File: src/rtl/pgs_pkg.sv
package pgs_pkg;
  typedef enum logic [2:0] {
    ST_IDLE   = 3'd0,
    ST_SETTLE = 3'd1,
    ST_SAMPLE = 3'd2,
    ST_LOCK   = 3'd3,
    ST_RUN    = 3'd4
  } seq_state_e;
endpackage

File: src/rtl/pgs_sync.sv
module pgs_sync #(
  parameter int STAGES  = 2,
  parameter bit RST_VAL = 1'b1
) (
  input  logic clk_i,
  input  logic rst_ni,
  input  logic async_i,
  output logic sync_o
);
  logic [STAGES-1:0] chain_q;

  generate
    for (genvar g = 0; g < STAGES; g++) begin : g_stage
      if (g == 0) begin : g_first
        always_ff @(posedge clk_i or negedge rst_ni) begin
          if (!rst_ni) chain_q[g] <= RST_VAL;
          else         chain_q[g] <= async_i;
        end
      end else begin : g_next
        always_ff @(posedge clk_i or negedge rst_ni) begin
          if (!rst_ni) chain_q[g] <= RST_VAL;
          else         chain_q[g] <= chain_q[g-1];
        end
      end
    end
  endgenerate

  assign sync_o = chain_q[STAGES-1];
endmodule

File: src/rtl/pgs_delay_cnt.sv
module pgs_delay_cnt #(
  parameter int CNT_W = 16
) (
  input  logic             clk_i,
  input  logic             rst_ni,
  input  logic             clr_i,
  input  logic             inc_i,
  input  logic [CNT_W-1:0] limit_i,
  output logic             done_o
);
  logic [CNT_W-1:0] cnt_q;

  always_ff @(posedge clk_i or negedge rst_ni) begin
    if (!rst_ni)    cnt_q <= '0;
    else if (clr_i) cnt_q <= '0;
    else if (inc_i) cnt_q <= cnt_q + 1'b1;
  end

  assign done_o = (cnt_q == limit_i);

  // the count stays within the active limit
  a_r4_cnt_bound: assert property (@(posedge clk_i) disable iff (!rst_ni)
    inc_i |-> (cnt_q <= limit_i));
endmodule

File: src/rtl/pgs_fsm.sv
module pgs_fsm
  import pgs_pkg::*;
#(
  parameter int SETTLE_CYC = 3580,
  parameter int LOCK_CYC   = 25773,
  parameter int CNT_W      = 16
) (
  input  logic             clk_i,
  input  logic             rst_ni,
  input  logic             pg_low_i,
  input  logic             cnt_done_i,
  output logic             cnt_clr_o,
  output logic             cnt_inc_o,
  output logic [CNT_W-1:0] cnt_limit_o,
  output logic             capture_o,
  output logic             run_o
);
  localparam logic [CNT_W-1:0] SETTLE_LIM = CNT_W'(SETTLE_CYC - 1);
  localparam logic [CNT_W-1:0] LOCK_LIM   = CNT_W'(LOCK_CYC - 1);

  seq_state_e state_q, state_d;

  always_comb begin
    state_d     = state_q;
    cnt_clr_o   = 1'b0;
    cnt_inc_o   = 1'b0;
    cnt_limit_o = SETTLE_LIM;
    unique case (state_q)
      ST_IDLE: begin
        cnt_clr_o = 1'b1;
        if (pg_low_i) state_d = ST_SETTLE;
      end
      ST_SETTLE: begin
        if (!pg_low_i) begin
          state_d   = ST_IDLE;
          cnt_clr_o = 1'b1;
        end else if (cnt_done_i) begin
          state_d   = ST_SAMPLE;
          cnt_clr_o = 1'b1;
        end else begin
          cnt_inc_o = 1'b1;
        end
      end
      ST_SAMPLE: begin
        cnt_clr_o = 1'b1;
        state_d   = ST_LOCK;
      end
      ST_LOCK: begin
        cnt_limit_o = LOCK_LIM;
        if (cnt_done_i) begin
          state_d   = ST_RUN;
          cnt_clr_o = 1'b1;
        end else begin
          cnt_inc_o = 1'b1;
        end
      end
      ST_RUN: state_d = ST_RUN;
      default: state_d = ST_IDLE;
    endcase
  end

  always_ff @(posedge clk_i or negedge rst_ni) begin
    if (!rst_ni) state_q <= ST_IDLE;
    else         state_q <= state_d;
  end

  assign capture_o = (state_q == ST_SAMPLE);
  assign run_o     = (state_q == ST_RUN);

  // idle holds while power-good is inactive
  a_r2_idle_hold: assert property (@(posedge clk_i) disable iff (!rst_ni)
    (state_q == ST_IDLE && !pg_low_i) |=> state_q == ST_IDLE);
  // power-good rising during settling aborts to idle
  a_r6_abort: assert property (@(posedge clk_i) disable iff (!rst_ni)
    (state_q == ST_SETTLE && !pg_low_i) |=> state_q == ST_IDLE);
  // capture is reached only from the settle state
  a_r3_sample_entry: assert property (@(posedge clk_i) disable iff (!rst_ni)
    $rose(capture_o) |-> $past(state_q) == ST_SETTLE);
  // the running state is never left
  a_r7_run_sticky: assert property (@(posedge clk_i) disable iff (!rst_ni)
    state_q == ST_RUN |=> state_q == ST_RUN);
endmodule

File: src/rtl/pgs_seq_top.sv
module pgs_seq_top #(
  parameter int STRAP_W    = 3,
  parameter int SETTLE_CYC = 3580,
  parameter int LOCK_CYC   = 25773,
  parameter int SYNC_STG   = 2
) (
  input  logic               clk_i,
  input  logic               rst_ni,
  input  logic               pwrgood_ni,
  input  logic [STRAP_W-1:0] strap_i,
  output logic [STRAP_W-1:0] strap_rb_o,
  output logic               out_en_o
);
  localparam int MAX_CYC = (SETTLE_CYC > LOCK_CYC) ? SETTLE_CYC : LOCK_CYC;
  localparam int CNT_W   = $clog2(MAX_CYC + 1);

  logic             pg_sync;
  logic             cnt_clr, cnt_inc, cnt_done, capture, run;
  logic [CNT_W-1:0] cnt_limit;
  logic [STRAP_W-1:0] strap_q;

  pgs_sync #(.STAGES(SYNC_STG), .RST_VAL(1'b1)) u_sync (
    .clk_i(clk_i), .rst_ni(rst_ni), .async_i(pwrgood_ni), .sync_o(pg_sync)
  );

  pgs_delay_cnt #(.CNT_W(CNT_W)) u_cnt (
    .clk_i(clk_i), .rst_ni(rst_ni), .clr_i(cnt_clr), .inc_i(cnt_inc),
    .limit_i(cnt_limit), .done_o(cnt_done)
  );

  pgs_fsm #(.SETTLE_CYC(SETTLE_CYC), .LOCK_CYC(LOCK_CYC), .CNT_W(CNT_W)) u_fsm (
    .clk_i(clk_i), .rst_ni(rst_ni), .pg_low_i(!pg_sync),
    .cnt_done_i(cnt_done), .cnt_clr_o(cnt_clr), .cnt_inc_o(cnt_inc),
    .cnt_limit_o(cnt_limit), .capture_o(capture), .run_o(run)
  );

  always_ff @(posedge clk_i or negedge rst_ni) begin
    if (!rst_ni)      strap_q <= '0;
    else if (capture) strap_q <= strap_i;
  end

  assign strap_rb_o = strap_q;
  assign out_en_o   = run;

  // readback moves only on the capture cycle
  a_r8_strap_hold: assert property (@(posedge clk_i) disable iff (!rst_ni)
    !capture |=> $stable(strap_rb_o));
  // enable rises only at the end of the lock wait
  a_r5_en_rise: assert property (@(posedge clk_i) disable iff (!rst_ni)
    $rose(out_en_o) |-> $past(cnt_done) && !$past(capture));
endmodule

File: config.mk
export PLATFORM = sky130hd
export DESIGN_NAME = pgs_seq_top
export DESIGN_NICKNAME = d
export VERILOG_FILES = /design/src/rtl/pgs_pkg.sv /design/src/rtl/pgs_sync.sv /design/src/rtl/pgs_delay_cnt.sv /design/src/rtl/pgs_fsm.sv /design/src/rtl/pgs_seq_top.sv
export SDC_FILE = /design/constraint.sdc
export NUM_CORES = 1
export LEC_CHECK = 0
export BUFFER_PORTS_ARGS = -buffer_cell sky130_fd_sc_hd__buf_2
export CAP_MARGIN = 15
export CORE_ASPECT_RATIO = 0.8
export CORE_MARGIN = 2
export CORE_UTILIZATION = 45
export CTS_BUF_LIST = sky130_fd_sc_hd__clkbuf_8 sky130_fd_sc_hd__clkbuf_16
export DETAILED_ROUTE_END_ITERATION = 12
export GPL_ROUTABILITY_DRIVEN = 0
export GPL_TIMING_DRIVEN = 0
export SLEW_MARGIN = 20
export SYNTH_ARGS = -nofsm -noshare
export SYNTH_HDL_FRONTEND = slang
export SYNTH_SLANG_ARGS = --single-unit
File: constraint.sdc
create_clock -name clk_i -period 3 [get_ports clk_i]
set_clock_uncertainty 0.15 [all_clocks]
set_input_delay 0.15 -clock clk_i [delete_from_list [all_inputs] [get_ports clk_i]]
set_output_delay 0.15 -clock clk_i [all_outputs]
set_load 0.02 [all_outputs]
==> flow_summary.json <==
{
  "mostFrequentLayoutCell": "dfrtp_1",
  "wl_microns": 2410,
  "period_needed_ps": 2460,
  "status": "finished, final reports clean",
  "sequentialPowerShare_pct": 59.0,
  "hp-class": "register to register",
  "core_sq_um": 2520,
  "clk_pin_slew_ps": 90,
  "power_density_nw_per_um2": 377,
  "grt_max_degree": 24,
  "synth_seq_area_share_pct": 46.8,
  "intPower_w": 0.000419,
  "hold_path_startpoint": "u_sync.chain_q[0]",
  "cts_root_buffer": "clkbuf_8",
  "antenna_found_initial": 0,
  "cp_max_fo": 10,
  "wl_per_cell_microns": 13.8,
  "timing.fmax_mhz": 407,
  "reg2reg_from": "u_cnt.cnt_q[2]",
  "combPwrFrac_pct": 5.0,
  "vias_per_cell": 5.42,
  "slew_headroom_pct": 33.0,
  "grt_first_pass_wirelength_microns": 4170,
  "cts.sinks": 23,
  "final_cell_mix": "21 x dfrtp_1, 11 x nor2_1, 9 x buf_2",
  "syn_area_per_cell_sq_um": 10.2,
  "die_area_sq_um": 3180,
  "fin_cells": 175,
  "ys_ff_latch": 23,
  "period_share_pct": 81.9,
  "yosys.cell_types.count": 41,
  "met2_usage_pct": 26.3,
  "hold_viol": 0,
  "clk_latency_ps": 260,
  "port_buffers": 9,
  "boundaryPins": 10,
  "rows": 16,
  "firstDrtPassIters": 4,
  "syn_nets": 128,
  "cp_slowest_cell": "or4b_1",
  "cp_cell_sequence": "or4b_1 > or4_4 > a21boi_4 > o311a_4 > buf_8 > a21oi_1",
  "clock_path_buffers": 2,
  "dr.first_iter.drc_count": 27,
  "top_usage_layer": "met2",
  "rsz0062_at_grt": "false",
  "area_growth_pct": 15.1,
  "cpPeakStageDelay_ps": 550,
  "num_vias": 948,
  "cts-resized-gates": 0,
  "die_h_microns": 50.9,
  "grtUsageMet3_pct": 4.19,
  "initial_utilization_pct": 49.0,
  "ir_drop_uv": 245,
  "syn_inst": 121,
  "cap_violations": 0,
  "crit_type": "register to register",
  "diodes": 0,
  "die_width_microns": 62.6,
  "crit_start": "u_cnt.cnt_q[2]",
  "worst-endpoint-required_ps": 3000,
  "dpl.cell_count": 166,
  "netlist_area_sq_um": 1230,
  "cp-end-kind": "register",
  "power_frac_clock_pct": 36.0,
  "use_met1_pct": 24.4,
  "startpoint_type": "register",
  "drive_gt1_share_pct": 25.2,
  "setup_viol": 0,
  "track_usage_pct": 17.0,
  "worstMarginPinSlew_ps": 996,
  "h-tree-depth": 1,
  "nets": 147,
  "gr-total-overflow": 0,
  "tns_ps": 0,
  "hpwl_microns": 1750,
  "grt_pass1_vias": 872,
  "p_sw_w": 0.000116,
  "switching_share_pct": 21.8,
  "cts_tree": "yes",
  "drv_slew": 0,
  "cp.arrival_ps": 2460,
  "synth_warnings": 0,
  "ant_nets": 0,
  "p_leak_nw": 0.600,
  "numCtsBuffers": 3,
  "drcViolationCount": 0
}
stage by stage:
step                utilization (%)  total power (W)  instance area (sq um)  hold slack (ps)  setup slack, ps
finish                         56.3         0.000535                   1420              210              544
floorplan                         -         0.000332                   1230             -296              693
CTS                            56.3         0.000542                   1420              211              527
global route                   56.3         0.000560                   1420              217              452
global placement               52.5         0.000344                   1330            -3.56              555
detailed placement             52.5         0.000344                   1330             1.45              540
cell usage after synthesis (all sizes together):
cell | count | area [sq um]
a21boi | 2 | 26.3
a21o | 1 | 7.51
a21oi | 7 | 35.0
a31o | 1 | 8.76
and2 | 1 | 6.26
and2b | 1 | 8.76
and3 | 2 | 13.8
and3b | 1 | 10.0
and4b | 1 | 11.3
buf | 3 | 37.5
clkbuf | 1 | 3.75
dfrtp | 21 | 526
dfstp | 2 | 52.6
ha | 1 | 12.5
inv | 3 | 11.3
mux2 | 3 | 33.8
nand2 | 8 | 30.0
nand3 | 5 | 25.0
nand4 | 8 | 50.1
nor2 | 12 | 47.6
nor3 | 6 | 30.0
nor3b | 1 | 7.51
nor4 | 1 | 6.26
o21a | 1 | 7.51
o21ai | 6 | 30.0
o21ba | 1 | 10.0
o311a | 1 | 21.3
o31ai | 1 | 7.51
or2 | 1 | 6.26
or2b | 1 | 8.76
or3 | 5 | 32.5
or4 | 2 | 20.0
or4b | 2 | 20.0
xnor2 | 2 | 17.5
xor2 | 6 | 52.6
worst paths after layout:
check | slack (ps) | depth (start not counted) | endpoint
worst min-delay path | 210 | 0 | u_sync.sync_o
min in group asynchronous | 230 | 2 | u_cnt.cnt_q[3]
worst max register to register | 540 | 6 | u_cnt.cnt_q[8]
worst max-delay path | 540 | 6 | u_cnt.cnt_q[8]
max in group asynchronous | 2110 | 2 | u_sync.chain_q[0]
worst min register to register | 210 | 0 | u_sync.sync_o
registers in the layout (all words and copies together) (netlist names):
register	flops
u_cnt.cnt_q	15
strap_rb_o	3
u_fsm.state_q	3
u_sync.chain_q	1
u_sync.sync_o	1
power groups by stage:
stage | combinational (W) | sequential (W) | clock, W
global route | 0.0000311 | 0.000316 | 0.000212
finish | 0.0000266 | 0.000316 | 0.000193
global placement | 0.0000221 | 0.000322 | 0
detailed placement | 0.0000226 | 0.000322 | 0
floorplan | 0.0000111 | 0.000321 | 0
CTS | 0.0000276 | 0.000316 | 0.000198
per-layer routing:
metal / vias up / wire, microns
li1: 476 / -
met1: 460 / 1300
met2: 10 / 1040
met3: 2 / 63
met4: 0 / 11
met5: - / 0
final cells by class:
class,count,area (sq um)
fill,238,1100
multi-input combinational,91,604
sequential,23,578
timing repair buffer,14,95.1
tap,36,45.0
clock buffer,3,41.3
buffer,4,41.3
inverter,3,11.3
clock inverter,1,5.00
critical path, delay by kind of cell, from the launching register on:
family,cells,cell delay [ps]
and+or+nand+nor,2,1090
AOI/OAI and AO/OA,3,510
DFF,1,460
buffers and inverters,1,140
timing repair:
| item | CTS | global route |
|---|---|---|
| buffers inserted | 0 | 0 |
| hold buffers | 5 | 0 |
| hold endpoints to repair | 25 | 0 |
cells by family (layout without fill, tap and decap cells):
| kind of cell | after synthesis | in the layout | synth area share (%) |
|---|---|---|---|
| simple gates | 58 | 58 | 27.1 |
| flops | 23 | 23 | 46.8 |
| compound gates | 21 | 21 | 12.5 |
| xor+xnor | 8 | 8 | 5.67 |
| buf+inv | 7 | 25 | 4.25 |
| mux | 3 | 3 | 2.74 |
| fa+ha+maj | 1 | 1 | 1.01 |
Power figures use the tool's default switching activity.
